**src/rtl/can_host_pkg.sv**
```systemverilog
package can_host_pkg;

    typedef logic [7:0] byte_t;

    // register addresses (the transmit-buffer base is decoded by the neighbour)
    localparam int A_MODE = 0;
    localparam int A_CMD  = 1;
    localparam int A_STAT = 2;
    localparam int A_IRQ  = 3;
    localparam int A_IEN  = 4;
    localparam int A_TXB0 = 16;

    // status bit positions
    localparam int ST_RXFULL = 0;
    localparam int ST_OVR    = 1;
    localparam int ST_TXBUF  = 2;
    localparam int ST_TXDONE = 3;
    localparam int ST_RXING  = 4;
    localparam int ST_TXING  = 5;

    // interrupt bit positions
    localparam int IR_RX  = 0;
    localparam int IR_TX  = 1;
    localparam int IR_OVR = 3;

    // command bit positions
    localparam int CM_TX  = 0;
    localparam int CM_REL = 2;
    localparam int CM_CLO = 3;

    localparam byte_t MODE_HW     = 8'h01;
    localparam byte_t STAT_HW     = 8'h3C;
    localparam byte_t MODE_WMASK  = 8'h1F;
    localparam byte_t MODE_SW_CLR = 8'h31;
    localparam byte_t STAT_SW_CLR = 8'h37;
    localparam byte_t STAT_SW_SET = 8'h34;

    typedef struct packed {
        logic tx;
        logic rel;
        logic clr_ovr;
    } cmd_t;

    typedef struct packed {
        logic rx_start;
        logic rx_stored;
        logic rx_reject;
        logic overrun;
        logic tx_done;
        logic pend_fell;
    } ev_t;

    function automatic byte_t sw_mode(byte_t m);
        return (m & ~MODE_SW_CLR) | MODE_HW;
    endfunction

    function automatic byte_t sw_stat(byte_t s);
        return (s & ~STAT_SW_CLR) | STAT_SW_SET;
    endfunction

endpackage

```
**src/rtl/can_host_ctl.sv**
```systemverilog
module can_host_ctl
    import can_host_pkg::*;
(
    input  logic  clk,
    input  logic  rst,
    input  logic  soft_rst,
    input  logic  wr_mode,
    input  logic  wr_ien,
    input  byte_t wdata,
    output byte_t mode_q,
    output byte_t ien_q,
    output logic  rx_flush
);
    always_ff @(posedge clk) begin
        if (rst) begin
            mode_q   <= MODE_HW;
            ien_q    <= '0;
            rx_flush <= 1'b0;
        end else begin
            rx_flush <= wr_mode && !soft_rst && mode_q[0] && !wdata[0];
            if (soft_rst)
                mode_q <= sw_mode(mode_q);
            else if (wr_mode)
                mode_q <= wdata & MODE_WMASK;
            if (wr_ien)
                ien_q <= wdata;
        end
    end

    assert_flush_on_exit_R2: assert property (@(posedge clk) disable iff (rst)
        rx_flush |-> (!mode_q[0] && $past(mode_q[0])));

    assert_soft_mode_R10: assert property (@(posedge clk) disable iff (rst)
        soft_rst |=> mode_q[0] && !mode_q[4] && !mode_q[5]);
endmodule

```
**src/rtl/can_host_cmd.sv**
```systemverilog
module can_host_cmd
    import can_host_pkg::*;
(
    input  logic clk,
    input  logic rst,
    input  cmd_t cmd,
    input  logic msg_pending,
    output logic tx_req,
    output logic rel_req,
    output logic ovr_clr
);
    always_ff @(posedge clk) begin
        if (rst) begin
            tx_req  <= 1'b0;
            rel_req <= 1'b0;
            ovr_clr <= 1'b0;
        end else begin
            tx_req  <= cmd.tx;
            rel_req <= cmd.rel && msg_pending;
            ovr_clr <= cmd.clr_ovr;
        end
    end

    assert_release_needs_msg_R5: assert property (@(posedge clk) disable iff (rst)
        rel_req |-> $past(msg_pending));

    assert_tx_pulse_R4: assert property (@(posedge clk) disable iff (rst)
        cmd.tx |=> tx_req);
endmodule

```
**src/rtl/can_host_status.sv**
```systemverilog
module can_host_status
    import can_host_pkg::*;
(
    input  logic  clk,
    input  logic  rst,
    input  logic  soft_rst,
    input  ev_t   ev,
    input  logic  cmd_tx,
    input  logic  cmd_clr_ovr,
    input  logic  txb_wr,
    output byte_t stat_q
);
    byte_t stat_d;

    always_comb begin
        stat_d = stat_q;
        if (soft_rst) begin
            stat_d = sw_stat(stat_q);
        end else begin
            // clears first, sets afterwards so a set wins
            if (cmd_tx) begin
                stat_d[ST_TXDONE] = 1'b0;
                stat_d[ST_TXBUF]  = 1'b0;
            end
            if (cmd_clr_ovr)  stat_d[ST_OVR]    = 1'b0;
            if (ev.pend_fell) stat_d[ST_RXFULL] = 1'b0;
            if (ev.rx_stored || ev.rx_reject || ev.overrun)
                stat_d[ST_RXING] = 1'b0;
            if (ev.tx_done) begin
                stat_d[ST_TXDONE] = 1'b1;
                stat_d[ST_TXBUF]  = 1'b1;
                stat_d[ST_TXING]  = 1'b0;
            end
            if (txb_wr)       stat_d[ST_TXING]  = 1'b1;
            if (ev.rx_start)  stat_d[ST_RXING]  = 1'b1;
            if (ev.rx_stored) stat_d[ST_RXFULL] = 1'b1;
            if (ev.overrun)   stat_d[ST_OVR]    = 1'b1;
        end
    end

    always_ff @(posedge clk) begin
        if (rst) stat_q <= STAT_HW;
        else     stat_q <= stat_d;
    end

    assert_soft_status_R10: assert property (@(posedge clk) disable iff (rst)
        soft_rst |=> (stat_q[ST_TXING] && stat_q[ST_RXING] && stat_q[ST_TXBUF]
                      && !stat_q[ST_OVR] && !stat_q[ST_RXFULL]));

    assert_overrun_wins_R13: assert property (@(posedge clk) disable iff (rst)
        (ev.overrun && !soft_rst) |=> stat_q[ST_OVR]);

    assert_stored_sets_full_R7: assert property (@(posedge clk) disable iff (rst)
        (ev.rx_stored && !soft_rst) |=> stat_q[ST_RXFULL]);
endmodule

```
**src/rtl/can_host_irq.sv**
```systemverilog
module can_host_irq
    import can_host_pkg::*;
(
    input  logic  clk,
    input  logic  rst,
    input  logic  rd_clr,
    input  logic  msg_pending,
    input  logic  pend_fell,
    input  logic  set_rx,
    input  logic  set_tx,
    input  logic  set_ovr,
    input  logic  clr_ovr,
    output byte_t irq_q
);
    byte_t irq_d;

    always_comb begin
        irq_d = irq_q;
        if (rd_clr) begin
            irq_d        = '0;
            irq_d[IR_RX] = msg_pending;
        end
        if (clr_ovr)   irq_d[IR_OVR] = 1'b0;
        if (pend_fell) irq_d[IR_RX]  = 1'b0;
        if (set_rx)    irq_d[IR_RX]  = 1'b1;
        if (set_tx)    irq_d[IR_TX]  = 1'b1;
        if (set_ovr)   irq_d[IR_OVR] = 1'b1;
    end

    always_ff @(posedge clk) begin
        if (rst) irq_q <= '0;
        else     irq_q <= irq_d;
    end

    assert_read_clears_R8: assert property (@(posedge clk) disable iff (rst)
        (rd_clr && !msg_pending && !set_rx && !set_tx && !set_ovr) |=> (irq_q == 8'h00));

    assert_read_rearms_R8: assert property (@(posedge clk) disable iff (rst)
        (rd_clr && msg_pending) |=> irq_q[IR_RX]);

    assert_pend_fall_R12: assert property (@(posedge clk) disable iff (rst)
        (pend_fell && !set_rx) |=> !irq_q[IR_RX]);
endmodule

```
**src/rtl/can_host_regs.sv**
```systemverilog
module can_host_regs
    import can_host_pkg::*;
#(
    parameter int ADDR_W = 5
) (
    input  logic              clk,
    input  logic              rst,
    input  logic              bus_wr,
    input  logic              bus_rd,
    input  logic [ADDR_W-1:0] bus_addr,
    input  logic [7:0]        bus_wdata,
    output logic [7:0]        bus_rdata,
    input  logic              soft_rst,
    input  logic              ev_rx_start,
    input  logic              ev_rx_stored,
    input  logic              ev_rx_reject,
    input  logic              ev_overrun,
    input  logic              ev_tx_done,
    input  logic              msg_pending,
    output logic              tx_req,
    output logic              rel_req,
    output logic              ovr_clr,
    output logic              rx_flush,
    output logic              irq_o
);
    localparam logic [ADDR_W-1:0] AD_MODE = ADDR_W'(A_MODE);
    localparam logic [ADDR_W-1:0] AD_CMD  = ADDR_W'(A_CMD);
    localparam logic [ADDR_W-1:0] AD_STAT = ADDR_W'(A_STAT);
    localparam logic [ADDR_W-1:0] AD_IRQ  = ADDR_W'(A_IRQ);
    localparam logic [ADDR_W-1:0] AD_IEN  = ADDR_W'(A_IEN);
    localparam logic [ADDR_W-1:0] AD_TXB0 = ADDR_W'(A_TXB0);

    byte_t mode_q, ien_q, stat_q, irq_q;
    logic  pend_q;
    cmd_t  cmd;
    ev_t   ev;
    logic  wr_cmd, txb_wr, rd_clr;

    assign wr_cmd      = bus_wr && (bus_addr == AD_CMD);
    assign cmd.tx      = wr_cmd && bus_wdata[CM_TX];
    assign cmd.rel     = wr_cmd && bus_wdata[CM_REL];
    assign cmd.clr_ovr = wr_cmd && bus_wdata[CM_CLO];
    assign txb_wr      = bus_wr && (bus_addr == AD_TXB0) && !mode_q[0];
    assign rd_clr      = bus_rd && (bus_addr == AD_IRQ);

    always_ff @(posedge clk) begin
        if (rst) pend_q <= 1'b0;
        else     pend_q <= msg_pending;
    end

    assign ev.rx_start  = ev_rx_start;
    assign ev.rx_stored = ev_rx_stored;
    assign ev.rx_reject = ev_rx_reject;
    assign ev.overrun   = ev_overrun;
    assign ev.tx_done   = ev_tx_done;
    assign ev.pend_fell = pend_q && !msg_pending;

    can_host_ctl u_ctl (
        .clk      (clk),
        .rst      (rst),
        .soft_rst (soft_rst),
        .wr_mode  (bus_wr && (bus_addr == AD_MODE)),
        .wr_ien   (bus_wr && (bus_addr == AD_IEN)),
        .wdata    (bus_wdata),
        .mode_q   (mode_q),
        .ien_q    (ien_q),
        .rx_flush (rx_flush)
    );

    can_host_cmd u_cmd (
        .clk         (clk),
        .rst         (rst),
        .cmd         (cmd),
        .msg_pending (msg_pending),
        .tx_req      (tx_req),
        .rel_req     (rel_req),
        .ovr_clr     (ovr_clr)
    );

    can_host_status u_stat (
        .clk         (clk),
        .rst         (rst),
        .soft_rst    (soft_rst),
        .ev          (ev),
        .cmd_tx      (cmd.tx),
        .cmd_clr_ovr (cmd.clr_ovr),
        .txb_wr      (txb_wr),
        .stat_q      (stat_q)
    );

    can_host_irq u_irq (
        .clk         (clk),
        .rst         (rst),
        .rd_clr      (rd_clr),
        .msg_pending (msg_pending),
        .pend_fell   (ev.pend_fell),
        .set_rx      (ev_rx_stored),
        .set_tx      (ev_tx_done),
        .set_ovr     (ev_overrun),
        .clr_ovr     (cmd.clr_ovr),
        .irq_q       (irq_q)
    );

    always_comb begin
        case (bus_addr)
            AD_MODE: bus_rdata = mode_q;
            AD_STAT: bus_rdata = stat_q;
            AD_IRQ:  bus_rdata = irq_q;
            AD_IEN:  bus_rdata = ien_q;
            default: bus_rdata = 8'h00;
        endcase
    end

    assign irq_o = |(ien_q & irq_q);

    assert_status_write_ignored_R3: assert property (@(posedge clk) disable iff (rst)
        (bus_wr && bus_addr == AD_STAT && !soft_rst && !ev_rx_start && !ev_rx_stored
         && !ev_rx_reject && !ev_overrun && !ev_tx_done && !ev.pend_fell) |=> $stable(stat_q));

    assert_txb_reset_mode_R11: assert property (@(posedge clk) disable iff (rst)
        (bus_wr && bus_addr == AD_TXB0 && mode_q[0] && !stat_q[ST_TXING] && !soft_rst)
        |=> !stat_q[ST_TXING]);
endmodule

```
**config.mk**
```make
export PLATFORM = sky130hd
export DESIGN_NAME = can_host_regs
export DESIGN_NICKNAME = d
export VERILOG_FILES = /design/src/rtl/can_host_pkg.sv /design/src/rtl/can_host_ctl.sv /design/src/rtl/can_host_cmd.sv /design/src/rtl/can_host_status.sv /design/src/rtl/can_host_irq.sv /design/src/rtl/can_host_regs.sv
export SDC_FILE = /design/constraint.sdc
export NUM_CORES = 1
export LEC_CHECK = 0
export BUFFER_PORTS_ARGS = -buffer_cell sky130_fd_sc_hd__buf_2
export CAP_MARGIN = 15
export CORE_MARGIN = 5
export CORE_UTILIZATION = 25
export DETAILED_ROUTE_END_ITERATION = 8
export HOLD_SLACK_MARGIN = 0.1
export PLACE_DENSITY = 0.47
export SYNTH_ARGS = -nofsm -noshare
export SYNTH_HDL_FRONTEND = slang
export SYNTH_HIERARCHICAL = 1
export SYNTH_SLANG_ARGS = --single-unit
```
**constraint.sdc**
```tcl
create_clock -name clk -period 3.3 [get_ports clk]
set_input_delay 0 -clock clk [delete_from_list [all_inputs] [get_ports clk]]
set_output_delay 0 -clock clk [all_outputs]
set_load 0.02 [all_outputs]
```
==> After elaboration in Yosys (flattened, before gate mapping) <==
Cells that the tools add are included.
Widths: inputs -> output; s select.
{ "totals": {"reg_bits": 27, "input_bits": 24} }
{ "op_classes": {"n_eq_ne": 5, "muxes": 13, "bitwise_logic": 2, "n_reduce_logical": 34} }
{ "op_table": {"columns": ["op", "count"], "rows": [
  ["$pmux 8 s4", 1],
  ["$logic_and 1x1->1", 14],
  ["$eq 5x2->1 const B", 2],
  ["$mux 1", 9],
  ["$reduce_or 3->1", 3],
  ["$and 8x4->8", 1],
  ["$reduce_bool 2->1", 4],
  ["$reduce_or 8->1", 1],
  ["$reduce_bool 3->1", 2],
  ["$eq 5x1->1 const B", 1],
  ["$eq 5x3->1 const B", 1],
  ["$eq 5x5->1 const B", 1],
  ["$logic_not 5->1", 1],
  ["$logic_not 1->1", 4],
  ["$mux 2", 2],
  ["$mux 4", 1],
  ["$reduce_and 2->1", 2],
  ["$logic_or 1x1->1", 2],
  ["$reduce_or 2->1", 1],
  ["$not 1->1", 1]
]} }

==> Logic depth before layout (Yosys ltp) <==
{ "logic_depth": {"ltp_word": 5, "ltp_mapped": 6, "ltp_nobuf": 5} }

==> Cells and area by module <==
The synthesis kept the hierarchy.
{ "by_module_without_submodules": {"columns": ["mod", "instances", "cells_each", "area_per_inst_um2", "seq_area_each_um2"], "rows": [
  ["can_host_ctl", 1, 52, 561.8, 280.3],
  ["can_host_regs", 1, 51, 402.9, 20.0],
  ["can_host_status", 1, 25, 240.2, 120.1],
  ["can_host_irq", 1, 18, 157.7, 60.1],
  ["can_host_cmd", 1, 6, 81.3, 60.1]
]} }

==> Worst setup path after synthesis <==
Ideal clock, no wire load.
{ "synth_path": {"kind": "input port to flip-flop", "startpoint": "in bus_addr[1]", "endpoint": "reg u_ctl.mode_q[1]", "t_arrival_ns": 1.495, "t_required_ns": 3.181, "setup_slack_ns": 1.686, "cell_stages": 4, "path_cell_list": "or3b_2 -> nor4_1 -> nor2b_2 -> o21ai_1"} }
{ "synth_between": {"elab_chain_cells": 3} }
{ "synth_lines": {"columns": ["element", "line_no", "rtl"], "rows": [
  ["from (decl)", "can_host_regs.sv:10", "input logic [ADDR_W-1:0] bus_addr,"],
  ["$logic_not 5->1", "can_host_regs.sv:62", ".wr_mode (bus_wr && (bus_addr == AD_MODE)),"],
  ["$logic_and 1x1->1", "can_host_regs.sv:62", null],
  ["$reduce_and 2->1 (no source line)", null, null],
  ["to (signal assigned)", "can_host_ctl.sv:22", "mode_q <= sw_mode(mode_q);"],
  ["to (signal assigned)", "can_host_ctl.sv:24", "mode_q <= wdata & MODE_WMASK;"],
  ["to (decl)", "can_host_ctl.sv:10", "output byte_t mode_q,"]
]} }
No other way between the ends.
A chain may end at the register's enable or synchronous reset.

==> Final worst setup path <==
{ "layout_path": {"startpoint": "in bus_addr[4]", "endpoint": "reg u_irq.irq_q[0]"} }
{ "layout_between": {"elab_chain_cells": 3} }
{ "layout_lines": {"columns": ["element", "line_no", "rtl"], "rows": [
  ["$eq 5x2->1", "can_host_regs.sv:44", "assign rd_clr = bus_rd && (bus_addr == AD_IRQ);"],
  ["$logic_and 1x1->1", "can_host_regs.sv:44", null],
  ["net rd_clr", "can_host_regs.sv:37", "logic wr_cmd, txb_wr, rd_clr;"],
  ["$reduce_bool 3->1 (no source line)", null, null],
  ["to (signal assigned)", "can_host_irq.sv:32", "else irq_q <= irq_d;"],
  ["to (decl)", "can_host_irq.sv:13", "output byte_t irq_q"]
]} }
The timed path passes the listed nets, and every way through them passes these cells.

==> reports/metrics.yaml <==
status: "finished clean"
drc: 0
cpPeakStageDelay_ps: 570
yosysTopAreaCell: "dfxtp_1"
ys_top_cells_by_area: "dfxtp_1, mux2i_1, buf_4"
area_growth_pct: 27.6
gp_congestion: 0.706
fin_worst_skew_ps: 0.287
crit_start: "bus_addr[4]"
initial_core_util_pct: 25.9
worst_r2r_startpoint: "u_irq/irq_q[0]"
tns_ps: 0
placed_area_um2: 1640
fin_crit_ps: 1860
reg2reg_slack_ps: 2020
grt_pass1_vias: 1249
ios: 37
overflow: 0
drtIter0Drc: 52
vias_per_cell: 4.38
endpoint_kind: "flop"
path_max_fanout: 9
maxCapViolations: 0
firstDrtPassIters: 4
grt_usage_pct: 10.4
finalPower_mw: 0.624
path_clk_slew_ps: 100
antenna_found_initial: 0
core_region_area_um2: 5570
vias: 1195
routed_wl_um: 3610
grt_pass1_wl_um: 6130
period_share_pct: 56.4
ys_seq_area_share_pct: 37.4
setup_viol: 0
synth-main-ff-cell: "dfxtp_1"
cts_root_buf: "clkbuf_8"
critical_path_class: "primary input to flop"
nets: 226
tightestPinTransition_ps: 669
leakage_nw: 0.784
grt_max_degree: 27
r2r_end: "u_irq/irq_q[0]"
cts_made_buffers: 3
cts_max_level: 1
ys_async_sr_fraction_pct: 0
cts_tree: "yes"
yosysWarnings: 6
max-slew-margin-rel_pct: 55.0
cts_setup_buffers: 0
n_fill_cell: 610
cp-start-kind: "primary input"
hold_path.class: "primary input to flop"
ir_drop_mv: 0.285
synth_most_common_cell: "dfxtp_1"
dieHeight_um: 86.0
finalMaxSlewViolations: 0
antenna-diode-count: 0
num_rows: 27
ys_types: 37
multiInputGateArea_um2: 797
clock_sinks: 27
crit_slowest_cell: "dlygate4sd3_1"
drive_above_1_share_pct: 25.4
cp_cell_sequence: "buf_2 -> or3b_4 -> nor3b_4 -> and2_1 -> mux2i_1 -> o31ai_1 -> dlygate4sd3_1"
wl_per_cell_um: 13.2
required_ps: 3480
die_x_um: 86.0
syn_inst: 152
reg2reg_depth: 3
rsz0062_at_grt: "no"
cts_resized: 0
syn_avg_cell_area_um2: 9.50
max_freq_ghz: 0.537
synth_commonest_cells: "dfxtp_1, mux2i_1, nor2_1, buf_4, nand2b_1"
syn_area_um2: 1440
cts_buffer_depth: 2
min_from: "rst"
clkLatencyLatePin_ps: 270
synth_top_area_share_pct: 37.4
dieArea_um2: 7400
setup_ws_ps: 1440
place_ws_ps: 1410
design_area_um2: 1840
synth_edf_count: 0
dp_hpwl_um: 2820
io_buffer_count: 36
timing.hold.ws_ps: 156
powerDensity_nw_per_um2: 339
worstPathArrival_ps: 2040
register_area_um2: 541
postRouteAntennaNets: 0
ys_ff_latch: 27
crit_end: "u_irq/irq_q[0]"
hold_viol_final: 0
## area by class of cell
cell class                      instances  share of cell area (%)
Tap cell                               72                    4.89
Sequential cell                        27                    29.3
Clock inverter                          1                   0.476
Multi-Input combinational cell        111                    43.3
Timing Repair Buffer                   52                    18.3
Inverter                                7                    1.43
Clock buffer                            3                    2.24
## flip-flops by register name, summed over array words and instances, names as in the netlist
name            count
u_irq/irq_q         3
u_stat/stat_q       6
u_cmd/rel_req       1
u_ctl/mode_q        5
u_cmd/tx_req        1
pend_q              1
u_ctl/ien_q         8
u_cmd/ovr_clr       1
u_ctl/rx_flush      1
## logic make-up after synthesis
| kind of cell | synth area share, % |
|---|---|
| multiplexers | 13.2 |
| buffers and inverters | 9.19 |
| flip-flops | 37.4 |
| AO/OA/AOI/OAI | 12.6 |
| other | 0.780 |
| AND/OR/NAND/NOR | 26.9 |
## worst min path at each step
stage	to	slack [ps]	cells past startpoint
floorplan	u_irq/irq_q[1]	70	1
global placement	u_stat/stat_q[4]	190	2
detailed placement	u_stat/stat_q[4]	190	2
CTS	u_stat/stat_q[4]	160	3
global route	u_stat/stat_q[4]	160	3
finish	u_ctl/ien_q[0]	160	2
## report_power, final
group / internal (mW) / switching [mW]
clock network: 0.0887 / 0.111
logic: 0.0438 / 0.0428
registers: 0.333 / 0.00481
## worst max-delay path: cells and delay by family
family	cells	cell delay (ps)
compound gates	1	70
buf+inv	2	710
mux	1	200
simple gates	3	1060
## stage by stage
step	instances	util (%)
after global routing	273	33.0
after floorplan	159	-
after CTS	273	33.0
after global placement	254	29.5
after detailed placement	254	29.5
final	273	33.0
## placed cells by master (no fill, tap or decap), types with 2 or more instances in the layout
cell type and instances:
dlygate4sd3_1 15, nor2b_1 4, a22oi_1 4, a21oi_1 4, clkbuf_8 3, a211o_2 2, inv_1 7, and2_1 5
buf_2 36, nor4_1 3, mux2i_1 19, dfxtp_1 27, nand4bb_1 3, o21ai_1 3, nand2b_1 10, nor2_1 17
a221o_1 8, conb_1 10
## layer usage
metal | share of wire (%) | global-route usage, % | vias up
met5 | 0 | 0 | -
met4 | 0.69 | 2.16 | 0
met3 | 5.8 | 2.88 | 2
met2 | 46 | 17.0 | 25
met1 | 48 | 13.6 | 547
li1 | - | - | 621
## timing repair
item	in CTS	in global routing
hold endpoints to repair	25	0
setup endpoints to repair	0	0
hold buffers	15	0
Power figures use the tool's default switching activity.
